===== src/rtl/nand_bridge_pkg.sv =====
package nand_bridge_pkg;
  localparam int CNT_W      = 4;
  localparam int DATA_W     = 16;
  localparam int BYTE_W     = 8;
  localparam int ADDR_W     = 16;
  localparam int PIN_ADDR_W = 11;
  localparam int ALE_BIT    = 11;
  localparam int CLE_BIT    = 12;
  localparam int CS_LSB     = 13;
  localparam int REG_BIT    = 15;
  localparam int REG_IDX_W  = 4;
  localparam int REG_CTRL   = 0;
  localparam int REG_STAT   = 1;
  localparam int TIM_BASE   = 2;
  localparam int WIDE_LSB   = 8;

  typedef enum logic [1:0] {PH_IDLE, PH_SETUP, PH_STROBE, PH_HOLD} phase_e;

  typedef struct packed {
    logic [CNT_W-1:0] hold;
    logic [CNT_W-1:0] strobe;
    logic [CNT_W-1:0] setup;
  } timing_t;

  localparam timing_t RST_TIMING = '{hold: 4'd2, strobe: 4'd3, setup: 4'd2};

  typedef struct packed {
    logic acceptReg;
    logic acceptFlash;
    logic active;
    logic strobe;
    logic capture;
  } ctrl_strobes_t;
endpackage


===== src/rtl/nand_cycle_ctrl.sv =====
module nand_cycle_ctrl
  import nand_bridge_pkg::*;
(
  input  logic          clk,
  input  logic          rstN,
  input  logic          hostReq,
  input  logic          hostIsReg,
  input  timing_t       tim,
  output logic          hostReady,
  output ctrl_strobes_t str
);
  phase_e           phase;
  logic [CNT_W-1:0] cnt;
  logic             idle;
  logic             cntDone;

  assign idle      = (phase == PH_IDLE);
  assign cntDone   = (cnt == '0);
  assign hostReady = idle;

  always_comb begin
    str.acceptReg   = hostReq && idle && hostIsReg;
    str.acceptFlash = hostReq && idle && !hostIsReg;
    str.active      = !idle;
    str.strobe      = (phase == PH_STROBE);
    str.capture     = (phase == PH_STROBE) && cntDone;
  end

  always_ff @(posedge clk or negedge rstN) begin
    if (!rstN) begin
      phase <= PH_IDLE;
      cnt   <= '0;
    end else begin
      case (phase)
        PH_IDLE: if (str.acceptFlash) begin
          phase <= PH_SETUP;
          cnt   <= tim.setup;
        end
        PH_SETUP: if (cntDone) begin
          phase <= PH_STROBE;
          cnt   <= tim.strobe;
        end else cnt <= cnt - 1'b1;
        PH_STROBE: if (cntDone) begin
          phase <= PH_HOLD;
          cnt   <= tim.hold;
        end else cnt <= cnt - 1'b1;
        PH_HOLD: if (cntDone) phase <= PH_IDLE;
                 else cnt <= cnt - 1'b1;
        default: phase <= PH_IDLE;
      endcase
    end
  end

  // an accepted flash request makes the bus busy on the next cycle
  p_accept_busy_r1: assert property (@(posedge clk) disable iff (!rstN)
    (hostReq && hostReady && !hostIsReg) |=> !hostReady);

  // the last hold cycle releases the bus
  p_hold_release_r1: assert property (@(posedge clk) disable iff (!rstN)
    (phase == PH_HOLD && cntDone) |=> hostReady);

  // strobe is only entered from setup
  p_strobe_order_r2: assert property (@(posedge clk) disable iff (!rstN)
    (phase == PH_STROBE) |-> ($past(phase) == PH_SETUP || $past(phase) == PH_STROBE));
endmodule


===== src/rtl/nand_cycle_datapath.sv =====
module nand_cycle_datapath
  import nand_bridge_pkg::*;
#(
  parameter int NUM_CS = 4,
  parameter int CS_W   = 2
) (
  input  logic                  clk,
  input  logic                  rstN,
  input  ctrl_strobes_t         str,
  input  logic                  hostWr,
  input  logic [ADDR_W-1:0]     hostAddr,
  input  logic [DATA_W-1:0]     hostWdata,
  output logic                  hostIsReg,
  output logic [DATA_W-1:0]     hostRdata,
  output logic                  hostRvalid,
  output timing_t               tim,
  output logic [NUM_CS-1:0]     fCeN,
  output logic                  fWeN,
  output logic                  fReN,
  output logic                  fCle,
  output logic                  fAle,
  output logic [PIN_ADDR_W-1:0] fAddr,
  output logic [DATA_W-1:0]     fDataOut,
  output logic                  fDataOe,
  input  logic [DATA_W-1:0]     fDataIn,
  input  logic                  fRdyBusy
);
  localparam int HI_W = DATA_W - BYTE_W;

  logic [REG_IDX_W-1:0] regIdx;
  logic [CS_W-1:0]      reqCs;
  logic                 regWrite;
  logic [NUM_CS-1:0]    useNand;
  logic [NUM_CS-1:0]    wide16;
  timing_t [NUM_CS-1:0] timAll;
  logic                 rbMeta, rbSync, rbPrev, readyRise;
  logic [DATA_W-1:0]    regRead;
  logic [CS_W-1:0]      latCs;
  logic                 latWr, latCle, latAle, latNand, latWide;
  logic [PIN_ADDR_W-1:0] latAddr;
  logic [DATA_W-1:0]    latWdata;
  logic [NUM_CS-1:0]    ceOneHot;

  assign hostIsReg = hostAddr[REG_BIT];
  assign regIdx    = hostAddr[REG_IDX_W-1:0];
  assign reqCs     = hostAddr[CS_LSB +: CS_W];
  assign regWrite  = str.acceptReg && hostWr;

  // configuration registers
  always_ff @(posedge clk or negedge rstN) begin
    if (!rstN) begin
      useNand <= '0;
      wide16  <= '0;
    end else if (regWrite && regIdx == REG_IDX_W'(REG_CTRL)) begin
      useNand <= hostWdata[NUM_CS-1:0];
      wide16  <= hostWdata[WIDE_LSB +: NUM_CS];
    end
  end

  for (genvar g = 0; g < NUM_CS; g++) begin : g_tim
    timing_t timReg;
    always_ff @(posedge clk or negedge rstN) begin
      if (!rstN) timReg <= RST_TIMING;
      else if (regWrite && regIdx == REG_IDX_W'(TIM_BASE + g))
        timReg <= timing_t'(hostWdata[3*CNT_W-1:0]);
    end
    assign timAll[g] = timReg;
  end

  assign tim = str.active ? timAll[latCs] : timAll[reqCs];

  // ready/busy synchroniser and sticky rise flag
  always_ff @(posedge clk or negedge rstN) begin
    if (!rstN) begin
      rbMeta    <= 1'b1;
      rbSync    <= 1'b1;
      rbPrev    <= 1'b1;
      readyRise <= 1'b0;
    end else begin
      rbMeta <= fRdyBusy;
      rbSync <= rbMeta;
      rbPrev <= rbSync;
      if (rbSync && !rbPrev) readyRise <= 1'b1;
      else if (regWrite && regIdx == REG_IDX_W'(REG_STAT)) readyRise <= 1'b0;
    end
  end

  always_comb begin
    regRead = '0;
    if (regIdx == REG_IDX_W'(REG_CTRL)) begin
      regRead[NUM_CS-1:0]          = useNand;
      regRead[WIDE_LSB +: NUM_CS]  = wide16;
    end else if (regIdx == REG_IDX_W'(REG_STAT)) begin
      regRead[1:0] = {readyRise, rbSync};
    end else begin
      for (int i = 0; i < NUM_CS; i++)
        if (regIdx == REG_IDX_W'(TIM_BASE + i)) regRead[3*CNT_W-1:0] = timAll[i];
    end
  end

  // per-cycle request latch
  always_ff @(posedge clk or negedge rstN) begin
    if (!rstN) begin
      latCs    <= '0;
      latWr    <= 1'b0;
      latCle   <= 1'b0;
      latAle   <= 1'b0;
      latNand  <= 1'b0;
      latWide  <= 1'b0;
      latAddr  <= '0;
      latWdata <= '0;
    end else if (str.acceptFlash) begin
      latCs    <= reqCs;
      latWr    <= hostWr;
      latCle   <= hostAddr[CLE_BIT];
      latAle   <= hostAddr[ALE_BIT];
      latNand  <= useNand[reqCs];
      latWide  <= wide16[reqCs];
      latAddr  <= hostAddr[PIN_ADDR_W-1:0];
      latWdata <= hostWdata;
    end
  end

  // read return
  always_ff @(posedge clk or negedge rstN) begin
    if (!rstN) begin
      hostRvalid <= 1'b0;
      hostRdata  <= '0;
    end else begin
      hostRvalid <= 1'b0;
      if (str.acceptReg && !hostWr) begin
        hostRvalid <= 1'b1;
        hostRdata  <= regRead;
      end else if (str.capture && !latWr) begin
        hostRvalid <= 1'b1;
        hostRdata  <= latWide ? fDataIn : {{HI_W{1'b0}}, fDataIn[BYTE_W-1:0]};
      end
    end
  end

  // flash pins
  always_comb begin
    ceOneHot = '0;
    if (str.active) ceOneHot[latCs] = 1'b1;
  end

  assign fCeN     = ~ceOneHot;
  assign fCle     = str.active && latNand && latCle;
  assign fAle     = str.active && latNand && latAle;
  assign fWeN     = !(str.strobe && latWr);
  assign fReN     = !(str.strobe && !latWr);
  assign fDataOe  = str.active && latWr;
  assign fDataOut = latWide ? latWdata : {{HI_W{1'b0}}, latWdata[BYTE_W-1:0]};
  assign fAddr    = latAddr;

  // never two chips enabled at once
  p_one_ce_r11: assert property (@(posedge clk) disable iff (!rstN)
    $onehot0(~fCeN));

  // latch lines do not move inside a cycle
  p_latch_stable_r3: assert property (@(posedge clk) disable iff (!rstN)
    (str.active && $past(str.active)) |-> ($stable(fCle) && $stable(fAle)));

  // a synchronised rise always leaves the sticky flag set
  p_sticky_set_r9: assert property (@(posedge clk) disable iff (!rstN)
    (rbSync && !rbPrev) |=> readyRise);
endmodule


===== src/rtl/nand_cycle_bridge.sv =====
module nand_cycle_bridge
  import nand_bridge_pkg::*;
#(
  parameter int NUM_CS = 4
) (
  input  logic                  clk,
  input  logic                  rstN,
  input  logic                  hostReq,
  input  logic                  hostWr,
  input  logic [ADDR_W-1:0]     hostAddr,
  input  logic [DATA_W-1:0]     hostWdata,
  output logic                  hostReady,
  output logic [DATA_W-1:0]     hostRdata,
  output logic                  hostRvalid,
  output logic [NUM_CS-1:0]     fCeN,
  output logic                  fWeN,
  output logic                  fReN,
  output logic                  fCle,
  output logic                  fAle,
  output logic [PIN_ADDR_W-1:0] fAddr,
  output logic [DATA_W-1:0]     fDataOut,
  output logic                  fDataOe,
  input  logic [DATA_W-1:0]     fDataIn,
  input  logic                  fRdyBusy
);
  localparam int CS_W = (NUM_CS > 1) ? $clog2(NUM_CS) : 1;

  ctrl_strobes_t str;
  timing_t       tim;
  logic          hostIsReg;

  nand_cycle_ctrl u_ctrl (
    .clk       (clk),
    .rstN      (rstN),
    .hostReq   (hostReq),
    .hostIsReg (hostIsReg),
    .tim       (tim),
    .hostReady (hostReady),
    .str       (str)
  );

  nand_cycle_datapath #(.NUM_CS(NUM_CS), .CS_W(CS_W)) u_dp (
    .clk        (clk),
    .rstN       (rstN),
    .str        (str),
    .hostWr     (hostWr),
    .hostAddr   (hostAddr),
    .hostWdata  (hostWdata),
    .hostIsReg  (hostIsReg),
    .hostRdata  (hostRdata),
    .hostRvalid (hostRvalid),
    .tim        (tim),
    .fCeN       (fCeN),
    .fWeN       (fWeN),
    .fReN       (fReN),
    .fCle       (fCle),
    .fAle       (fAle),
    .fAddr      (fAddr),
    .fDataOut   (fDataOut),
    .fDataOe    (fDataOe),
    .fDataIn    (fDataIn),
    .fRdyBusy   (fRdyBusy)
  );
endmodule


===== config.mk =====
export PLATFORM = sky130hd
export DESIGN_NAME = nand_cycle_bridge
export DESIGN_NICKNAME = d
export VERILOG_FILES = /design/src/rtl/nand_bridge_pkg.sv /design/src/rtl/nand_cycle_ctrl.sv /design/src/rtl/nand_cycle_datapath.sv /design/src/rtl/nand_cycle_bridge.sv
export SDC_FILE = /design/constraint.sdc
export NUM_CORES = 1
export LEC_CHECK = 0
export BUFFER_PORTS_ARGS = -buffer_cell sky130_fd_sc_hd__buf_2
export CAP_MARGIN = 20
export CELL_PAD_IN_SITES_DETAIL_PLACEMENT = 1
export CELL_PAD_IN_SITES_GLOBAL_PLACEMENT = 1
export CORE_ASPECT_RATIO = 1.2
export CORE_UTILIZATION = 30
export CTS_CLUSTER_SIZE = 10
export DETAILED_ROUTE_END_ITERATION = 6
export HOLD_SLACK_MARGIN = 0.12
export PLACE_DENSITY_LB_ADDON = 0.1
export SLEW_MARGIN = 20
export SYNTH_ARGS = -nofsm -noshare
export SYNTH_HDL_FRONTEND = slang
export SYNTH_HIERARCHICAL = 1
export SYNTH_SLANG_ARGS = --single-unit

===== constraint.sdc =====
create_clock -name clk -period 2.7 [get_ports clk]
set_input_delay 0.54 -clock clk [delete_from_list [all_inputs] [get_ports clk]]
set_output_delay 0.54 -clock clk [all_outputs]
set_load 0.02 [all_outputs]

* After elaboration in Yosys (flattened, before gate mapping)
Index checks and enable logic that the tools add are counted.
** Cells by class
- Mux-type cells :: 39
- Equal/unequal tests :: 13
- Order comparisons :: 3
- Reduce and logical (&&, ||, !) cells :: 35
- $add $sub $neg :: 1
- Bitwise operators :: 1
** Operator list (number)
- 12-bit 2-to-1 mux :: 7
- 16-bit 2-to-1 mux :: 4
- 12-bit binary-select mux with 2-bit select :: 2
- 4-bit 2-to-1 mux :: 8
- 1-bit logical AND :: 21
- 4-bit case mux with 4 select lines :: 1
- 10-bit 2-to-1 mux :: 1
- 2-bit 2-to-1 mux :: 5
- 4-bit by 2-bit == test with 1-bit output, second input constant :: 2
- 4-bit by 3-bit == test with 1-bit output, second input constant :: 2
- 4-bit logical NOT :: 2
- 2-bit case mux with 4 select lines :: 1
- 1-bit logical NOT :: 7
- 1-bit 2-to-1 mux :: 7
- 2-bit by 3-bit less-than comparator with 1-bit output, second input constant :: 2
- 2-bit != test, second input constant :: 3
- 1-bit binary-select mux with 2-bit select :: 2
- 2-bit == test, second input constant :: 2
- 4-bit by 1-bit == test with 1-bit output, second input constant :: 1
- 2-bit by 1-bit != test with 1-bit output, second input constant :: 2
- 4-bit NOT :: 1
- 4-bit AND reduction :: 1
- 2-bit nonzero test :: 2
- 4-bit by 1-bit subtractor with 4-bit output, second input constant :: 1
- other kinds (5) :: 5
** Storage, ports and cells
- Input bits :: 53
- Output and inout bits :: 54
- Register bits after elaboration :: 117
- Logic and storage cells :: 122

* Logic depth before layout (Yosys ltp)
Gate-level depths: netlist (run 1).
- Word-level depth :: 8
- Depth in mapped cells :: 13
- Gate-level depth less buffers :: 11

* Cells and area by module
The synthesis (run 1) kept the hierarchy.
** By module, submodules not included
- nand_cycle_datapath :: sequential area each 2801.4 µm², times used 1, cells each 441, area each 5348.9 µm²
- nand_cycle_ctrl :: sequential area each 150.1 µm², times used 1, cells each 63, area each 559.3 µm²

* Least setup slack after synthesis (run 1)
No wires, ideal clock.
- Kind :: register -> register
- Start point :: register u_ctrl.phase[0]
- End point :: register u_ctrl.cnt[2]
- Period minus slack after synthesis :: 2685 ps
- Path slack :: 15 ps
- Arrival :: 2556 ps
- Data required time :: 2571 ps
- Stages on the path, launching flop included :: 14
- Setup time :: 129 ps
- Path buffers :: 2
- Path through :: dfrtp_1 -> inv_1 -> ha_1 -> inv_1 -> clkbuf_1 -> nand3b_1 -> o21ai_0 -> clkbuf_1 -> a22oi_1 -> nand2_1 -> a22o_1 -> a21o_2 -> a31oi_1 -> o32ai_1
** RTL lines
- start, declared :: line nand_cycle_ctrl.sv:12 : phase_e phase;
- start signal, assigned :: line nand_cycle_ctrl.sv:31 : phase <= PH_IDLE;
- start signal, assigned :: line nand_cycle_ctrl.sv:36 : phase <= PH_SETUP;
- start signal, assigned :: line nand_cycle_ctrl.sv:40 : phase <= PH_STROBE;
- end signal, assigned :: line nand_cycle_ctrl.sv:37 : cnt <= tim.setup;
- end signal, assigned :: line nand_cycle_ctrl.sv:41 : cnt <= tim.strobe;
- end signal, assigned :: line nand_cycle_ctrl.sv:42 : end else cnt <= cnt - 1'b1;
- end, declared :: line nand_cycle_ctrl.sv:13 : logic [CNT_W-1:0] cnt;

==> results.sh, run 1 <==
export IMPL_final_max_slew_viol_count=0
export IMPL_ys_async_sr_fraction=1.000
export IMPL_slew_limit_headroom=0.6330
export IMPL_tightest_slew_ps=550.5
export IMPL_fin_crit_ps=2455
export IMPL_postLayoutCellArea_sq_um=7422
export IMPL_portBuffers=106
export IMPL_via_per_inst=5.067
export IMPL_skew_ps=7.234
export IMPL_synth_distinct_cells=58
export IMPL_die_w_um=130.1
export IMPL_ioPinCount=107
export IMPL_clk_latency_ps=410
export IMPL_rr_startpoint="u_ctrl/phase[0]"
export IMPL_grt_pass1_wl_um=29920
export IMPL_drtAntennaViolNets=0
export IMPL_drt_iter0_markers=254
export IMPL_hp_class="primary input to async pin"
export IMPL_yosys_warnings=6
export IMPL_syn_to_final_growth_pct=25.62
export IMPL_synth_nets=564
export IMPL_synth_top_area_frac=0.4151
export IMPL_reg2reg_depth=12
export IMPL_worstPathMaxFanout=12
export IMPL_cp_end_kind="register"
export IMPL_cts_tree="done"
export IMPL_finalCritPeriodShare=0.9091
export IMPL_fin_nets=672
export IMPL_status="complete, no violations"
export IMPL_crit_required_ps=3010
export IMPL_maxCapViolations=0
export IMPL_final_util=0.3894
export IMPL_yosys_top_cells_area="dfrtp_1 42%, mux2_2 9.7%, dfstp_2 8.4%"
export IMPL_grt_overflow=0
export IMPL_synthFlopType="dfrtp_1"
export IMPL_ctsHoldBuffers=0
export IMPL_die_area_sq_um=20260
export IMPL_vias=4464
export IMPL_num_antenna_cells=0
export IMPL_vdd_drop_max_v=0.0004119
export IMPL_leakage_nw=3.520
export IMPL_synth_area_leader_cell="dfrtp_1"
export IMPL_syn_avg_cell_area_sq_um=11.72
export IMPL_drt_pre_antenna_iters=4
export IMPL_grt_total_usage=0.2013
export IMPL_startpoint_type="register"
export IMPL_start_util=0.3099
export IMPL_grt_start_max_net_pins=47
export IMPL_timing_setup_tns_ps=0
export IMPL_core_region_area_sq_um=19060
export IMPL_cts_sinks=117
export IMPL_htree_levels=4
export IMPL_place_area_sq_um=6793
export IMPL_place_congestion=0.8491
export IMPL_synth_edf_count=0
export IMPL_path_class="register to register"
export IMPL_hold_viol=0
export IMPL_first_global_vias=4969
export IMPL_rsz0062_at_grt="false"
export IMPL_critPathArrivalTime_ps=2760
export IMPL_ys_ff_latch=117
export IMPL_timing_fmax_mhz=407.4
export IMPL_wl_um=18730
export IMPL_setup_viol_count_final=0
export IMPL_path_clk_slew_ps=50
export IMPL_syn_area_sq_um=5908
export IMPL_cts_root_buf="clkbuf_16"
export IMPL_rows=55
export IMPL_numCtsBuffers=17
export IMPL_cts_buffer_depth=2
export IMPL_p_per_area_nw_per_um2=1026
export IMPL_post_drt_wl_per_cell_um=21.26
export IMPL_dp_hpwl_um=13630
export IMPL_setup_worst_path_start="u_ctrl/phase[0]"
export IMPL_synth_cells=504
export IMPL_die_h_um=155.7
export IMPL_post_route_drc_count=0
export IMPL_antenna_found_initial=0
export IMPL_drive_gt1_frac=0.3936
export IMPL_yosysSeqAreaShare=0.4996
==> routing by layer <==
| layer | GRT usage | part of all wire | vias up |
|---|---|---|---|
| met5 | 0 | 0 | - |
| met4 | 0.07807 | 0.025 | 0 |
| met3 | 0.03669 | 0.041 | 23 |
| met2 | 0.3260 | 0.48 | 97 |
| met1 | 0.2644 | 0.45 | 2300 |
| li1 | - | - | 2044 |
==> cells by family after synthesis <==
group,Yosys count,synth area share
fa+ha+maj,7,0.01482
flops,117,0.4996
simple gates,111,0.1025
compound gates,101,0.1224
buf+inv,55,0.04596
mux,113,0.2147
==> cell usage in the layout, fill, tap and decap left out, types with 4 or more instances in the layout <==
cell type	n
buf_2	105
dfrtp_1	98
mux2_2	51
nand2_1	39
mux2_1	39
a22oi_1	27
mux2i_1	21
buf_4	20
dfstp_2	19
clkbuf_16	17
nor2_1	14
a21oi_1	14
inv_1	12
nor2b_1	10
and2_1	10
o21ai_0	9
o22ai_1	8
nand2b_1	7
ha_1	7
and3_1	6
nand3_1	6
buf_12	5
bufinv_16	4
clkbuf_1	4
a22o_1	4
o31ai_1	4
nor3_1	4
==> Yosys cell counts (3+ instances only) <==
library cell  count
and3_1            6
dfstp_2          19
mux2_1           39
a22oi_1          27
buf_4            12
nand2b_1          7
buf_2             9
nand3_1           6
o211ai_1          3
dfrtp_1          98
a31oi_1           3
nor2b_1          10
nand2_1          39
mux2i_1          21
a221oi_1          3
o21ai_1           3
o31ai_1           4
nor2_1           15
a21oi_1          14
ha_1              7
o22ai_1           8
and2_1           10
mux2_2           51
nor3_1            4
o21ai_0           9
clkbuf_1         16
inv_1            13
a22o_1            4
==> registers in the layout, summed over array words and instances (netlist names), 2 cells and up <==
register and cells:
u_dp/latWdata 16, u_dp/latCs 2, u_dp/fAddr 11, u_dp/g_tim.timReg 48
u_dp/wide16 4, u_dp/hostRdata 16, u_ctrl/phase 2, u_dp/useNand 4
u_ctrl/cnt 4
==> report_power, final <==
part           switching, mW  internal [mW]
clock network          0.811           1.62
registers              0.350           2.28
logic                   1.49           1.07
==> what timing repair did <==
| item | in CTS | in global routing |
|---|---|---|
| endpoints found under the hold margin | 0 | 0 |
| buffers inserted | 0 | 0 |
| endpoints found under the setup margin | 0 | 1 |
| gates resized for setup | 0 | 1 |
==> worst max-delay path: stages, from the launching register on <==
cell and delay (ps):
dfrtp_1 380, inv_1 110, ha_1 240, inv_2 140, or3b_1 400, o31ai_1 90
buf_4 250, a22oi_1 110, nand2_1 70, a22o_1 130, a21o_2 120, a31oi_1 40
o32ai_1 280
==> metrics by stage <==
stage	power, mW	cells	setup WS [ps]	hold slack [ps]
final	7.615	881	245.5	110.6
after global routing	8.081	881	14.03	143.2
after CTS	7.712	881	177.2	121.1
after detailed placement	5.243	849	176.3	349.8
after global placement	5.139	849	365.2	345.5
after floorplan	4.313	504	14.57	244.4
==> path summary, 6_finish.rpt <==
check / endpoint / slack [ps]
max: u_ctrl/cnt[2] / 250
min: u_dp/g_tim[2].timReg[0] / 110
max reg2reg: u_ctrl/cnt[2] / 250
min reg2reg: u_dp/rbSync / 350
max in group asynchronous: u_dp/g_tim[0].timReg[9] / 1870
min in group clk: u_dp/rbMeta / 220
==> area by class of cell <==
class | instances | area [sq um]
tap | 256 | 320.3
clock inverter | 8 | 147.6
fill | 2084 | 11640
sequential | 117 | 2952
clock buffer | 24 | 481.7
timing repair buffer | 130 | 775.7
inverter | 14 | 52.55
multi-input combinational | 332 | 2693
(Power assumes the default switching activity.)
==> run 2: changes to the inputs <==
ABC_AREA = 1   (was unset)
CORE_MARGIN = 5   (was unset)
==> run 2 against run 1 <==
Critical path depth shrank 5. Highest routed layer unchanged. Combinational power grew 20%. Clock power shrank 13%. Flip-flop and latch count is the same. Design area shrank 0.35%. Clock skew grew 10 ps.
==> results.sh, run 2 <==
export IMPL_status="complete, no violations"
export IMPL_final_cell_mix="220 x nand2_1, 105 x buf_2, 98 x dfrtp_1, 89 x inv_1, 60 x o21ai_0"
export IMPL_cp_end_kind="output port"
export IMPL_grt_start_max_net_pins=55
export IMPL_path_clk_slew_ps=60
export IMPL_rr_endpoint="u_ctrl/cnt[3]"
export IMPL_vias=5322
export IMPL_antenna_found_initial=0
export IMPL_timing_fmax_mhz=388.3
export IMPL_maxCapViolations=0
export IMPL_grt_overflow=0
export IMPL_largest_register_ffs=48
export IMPL_syn_area_sq_um=6108
export IMPL_num_antenna_cells=0
export IMPL_rsz0062_at_grt="false"
export IMPL_final_max_slew_viol_count=0
export IMPL_p_per_area_nw_per_um2=1070
export IMPL_synthFlopType="dfrtp_1"
export IMPL_cts_sinks=117
export IMPL_synth_edf_count=0
export IMPL_slew_limit_headroom=0.5466
export IMPL_fin_crit_ps=2575
export IMPL_rows=57
export IMPL_synth_cells=752
export IMPL_wl_um=20280
export IMPL_final_common_cell="nand2_1"
export IMPL_rr_startpoint="u_ctrl/phase[0]"
export IMPL_clk_latency_ps=420
export IMPL_worstPathMaxFanout=7
export IMPL_post_place_ws_ps=286.1
export IMPL_first_global_vias=5727
export IMPL_yosysSeqAreaShare=0.4832
export IMPL_nFillCells=2485
export IMPL_synth_distinct_cells=41
export IMPL_vdd_drop_max_v=0.0004588
export IMPL_grt_total_usage=0.1777
export IMPL_drive_gt1_frac=0.2607
export IMPL_fin_ws_ps=124.6
export IMPL_timing_setup_tns_ps=0
export IMPL_die_h_um=166.3
export IMPL_synth_top_area_frac=0.4015
export IMPL_rrSetupSlack_ps=260
export IMPL_critPathArrivalTime_ps=2040
export IMPL_startpoint_type="register"
export IMPL_synth_most_common_cell="nand2_1"
export IMPL_ys_async_sr_fraction=1.000
export IMPL_drtAntennaViolNets=0
export IMPL_synthTopCellsByCount="220 x nand2_1, 98 x dfrtp_1, 90 x inv_1"
export IMPL_setup_viol_count_final=0
export IMPL_largestRegisters="u_dp/g_tim.timReg (48), u_dp/hostRdata (16), u_dp/latWdata (16)"
export IMPL_place_congestion=0.8410
export IMPL_crit_end="fCle"
export IMPL_grt_pass1_wl_um=32570
export IMPL_post_route_drc_count=0
export IMPL_final_util=0.3664
export IMPL_post_drt_wl_per_cell_um=17.92
export IMPL_core_region_area_sq_um=20180
export IMPL_fin_nets=914
export IMPL_cts_tree="done"
export IMPL_numCtsBuffers=17
export IMPL_cts_root_buf="clkbuf_16"
export IMPL_dp_hpwl_um=15870
export IMPL_start_util=0.3026
export IMPL_syn_avg_cell_area_sq_um=8.123
export IMPL_die_w_um=140.3
export IMPL_path_class="register to output port"
export IMPL_synth_area_leader_cell="dfrtp_1"
export IMPL_via_per_inst=4.701
export IMPL_yosys_top_cells_area="dfrtp_1 40%, nand2_1 14%, dfstp_2 8.2%"
export IMPL_finalCritPeriodShare=0.9539
export IMPL_leakage_nw=3.594
export IMPL_ys_ff_latch=117
export IMPL_synth_nets=812
export IMPL_portBuffers=106
export IMPL_cts_buffer_depth=2
export IMPL_reg2reg_depth=15
export IMPL_drt_pre_antenna_iters=4
export IMPL_setup_worst_path_start="u_ctrl/phase[0]"
export IMPL_syn_to_final_growth_pct=21.08
export IMPL_drt_iter0_markers=228
export IMPL_hp_class="primary input to register"
export IMPL_skew_ps=17.36
export IMPL_top_register="u_dp/g_tim.timReg"
export IMPL_crit_required_ps=2160
export IMPL_htree_levels=4
export IMPL_yosys_warnings=6
export IMPL_p_total_mw=7.916
export IMPL_die_area_sq_um=23330
export IMPL_ioPinCount=107
export IMPL_tightest_slew_ps=680.1
export IMPL_hold_viol=0
run 2: cell count changes after synthesis, sizes merged, moves of 6 or more:
cell    delta
a21oi     +16
mux2i     -21
nand3     +18
nand2    +193
nor2      +30
inv       +90
or2        +6
mux2      -78
o21ai     +89
a22oi     -27
clkbuf    -10
and2      -10
nor2b     -10
run 2: worst min-delay path by stage:
stage,start,end,slack (ps),depth (start not counted)
after floorplan,rstN,u_ctrl/cnt[0],240,0
after global placement,u_dp/rbMeta,u_dp/rbSync,350,0
after detailed placement,u_dp/rbMeta,u_dp/rbSync,350,0
after CTS,fRdyBusy,u_dp/rbMeta,190,1
after global routing,fRdyBusy,u_dp/rbMeta,190,1
final,fRdyBusy,u_dp/rbMeta,210,1
run 2: timing repair:
item,in CTS,in global routing
endpoints found under the setup margin,0,3
setup buffers,0,3
hold buffers,1,0
gates resized for setup,0,1
endpoints found under the hold margin,23,0
run 2: routing by layer:
metal  vias up  global-route usage  wire length, um
met3        23             0.03485              825
met5         -                   0                0
met1      2565              0.2345             9197
met4         0             0.06026              474
met2       137              0.2915             9784
li1       2597                   -                -
run 2: cell families (layout without fill, tap and decap cells):
logic type	after synthesis	in the layout	synth area share
AO/OA/AOI/OAI	156	156	0.1497
adder cells (fa/ha/maj)	7	7	0.01434
buffers and inverters	139	254	0.1057
flip-flops	117	117	0.4832
multiplexers	12	12	0.02212
AND/OR/NAND/NOR	321	321	0.2249
run 2: power breakdown:
part / leakage, nW / internal, mW / switching (mW)
logic: 1.90 / 1.07 / 2.01
registers: 1.43 / 2.33 / 0.395
clock network: 0.259 / 1.25 / 0.860
run 2: area by class of cell:
class	instances	area [sq um]	area share
Clock buffer	22	474.2	0.06412
Clock inverter	10	75.07	0.01015
Inverter	104	396.6	0.05363
Multi-Input combinational cell	496	2516	0.3402
Sequential cell	117	2952	0.3991
Tap cell	265	331.6	0.04483
Timing Repair Buffer	118	650.6	0.08797
run 2: stage by stage:
| stage | hold WS, ps | std cells | cell area, sq um |
|---|---|---|---|
| finish | 212.5 | 1132 | 7396 |
| global route | 193.7 | 1132 | 7396 |
| CTS | 191.6 | 1129 | 7370 |
| detailed placement | 354.4 | 1096 | 6810 |
| global placement | 349.4 | 1096 | 6810 |
| floorplan | 244.4 | 752 | 6108 |
run 2: worst max-delay path: stages, from the launching register on:
cell and delay (ps):
dfrtp_1 380, inv_1 110, ha_1 260, clkinvlp_4 160, buf_4 150, inv_2 50, nor3_1 270, buf_2 230
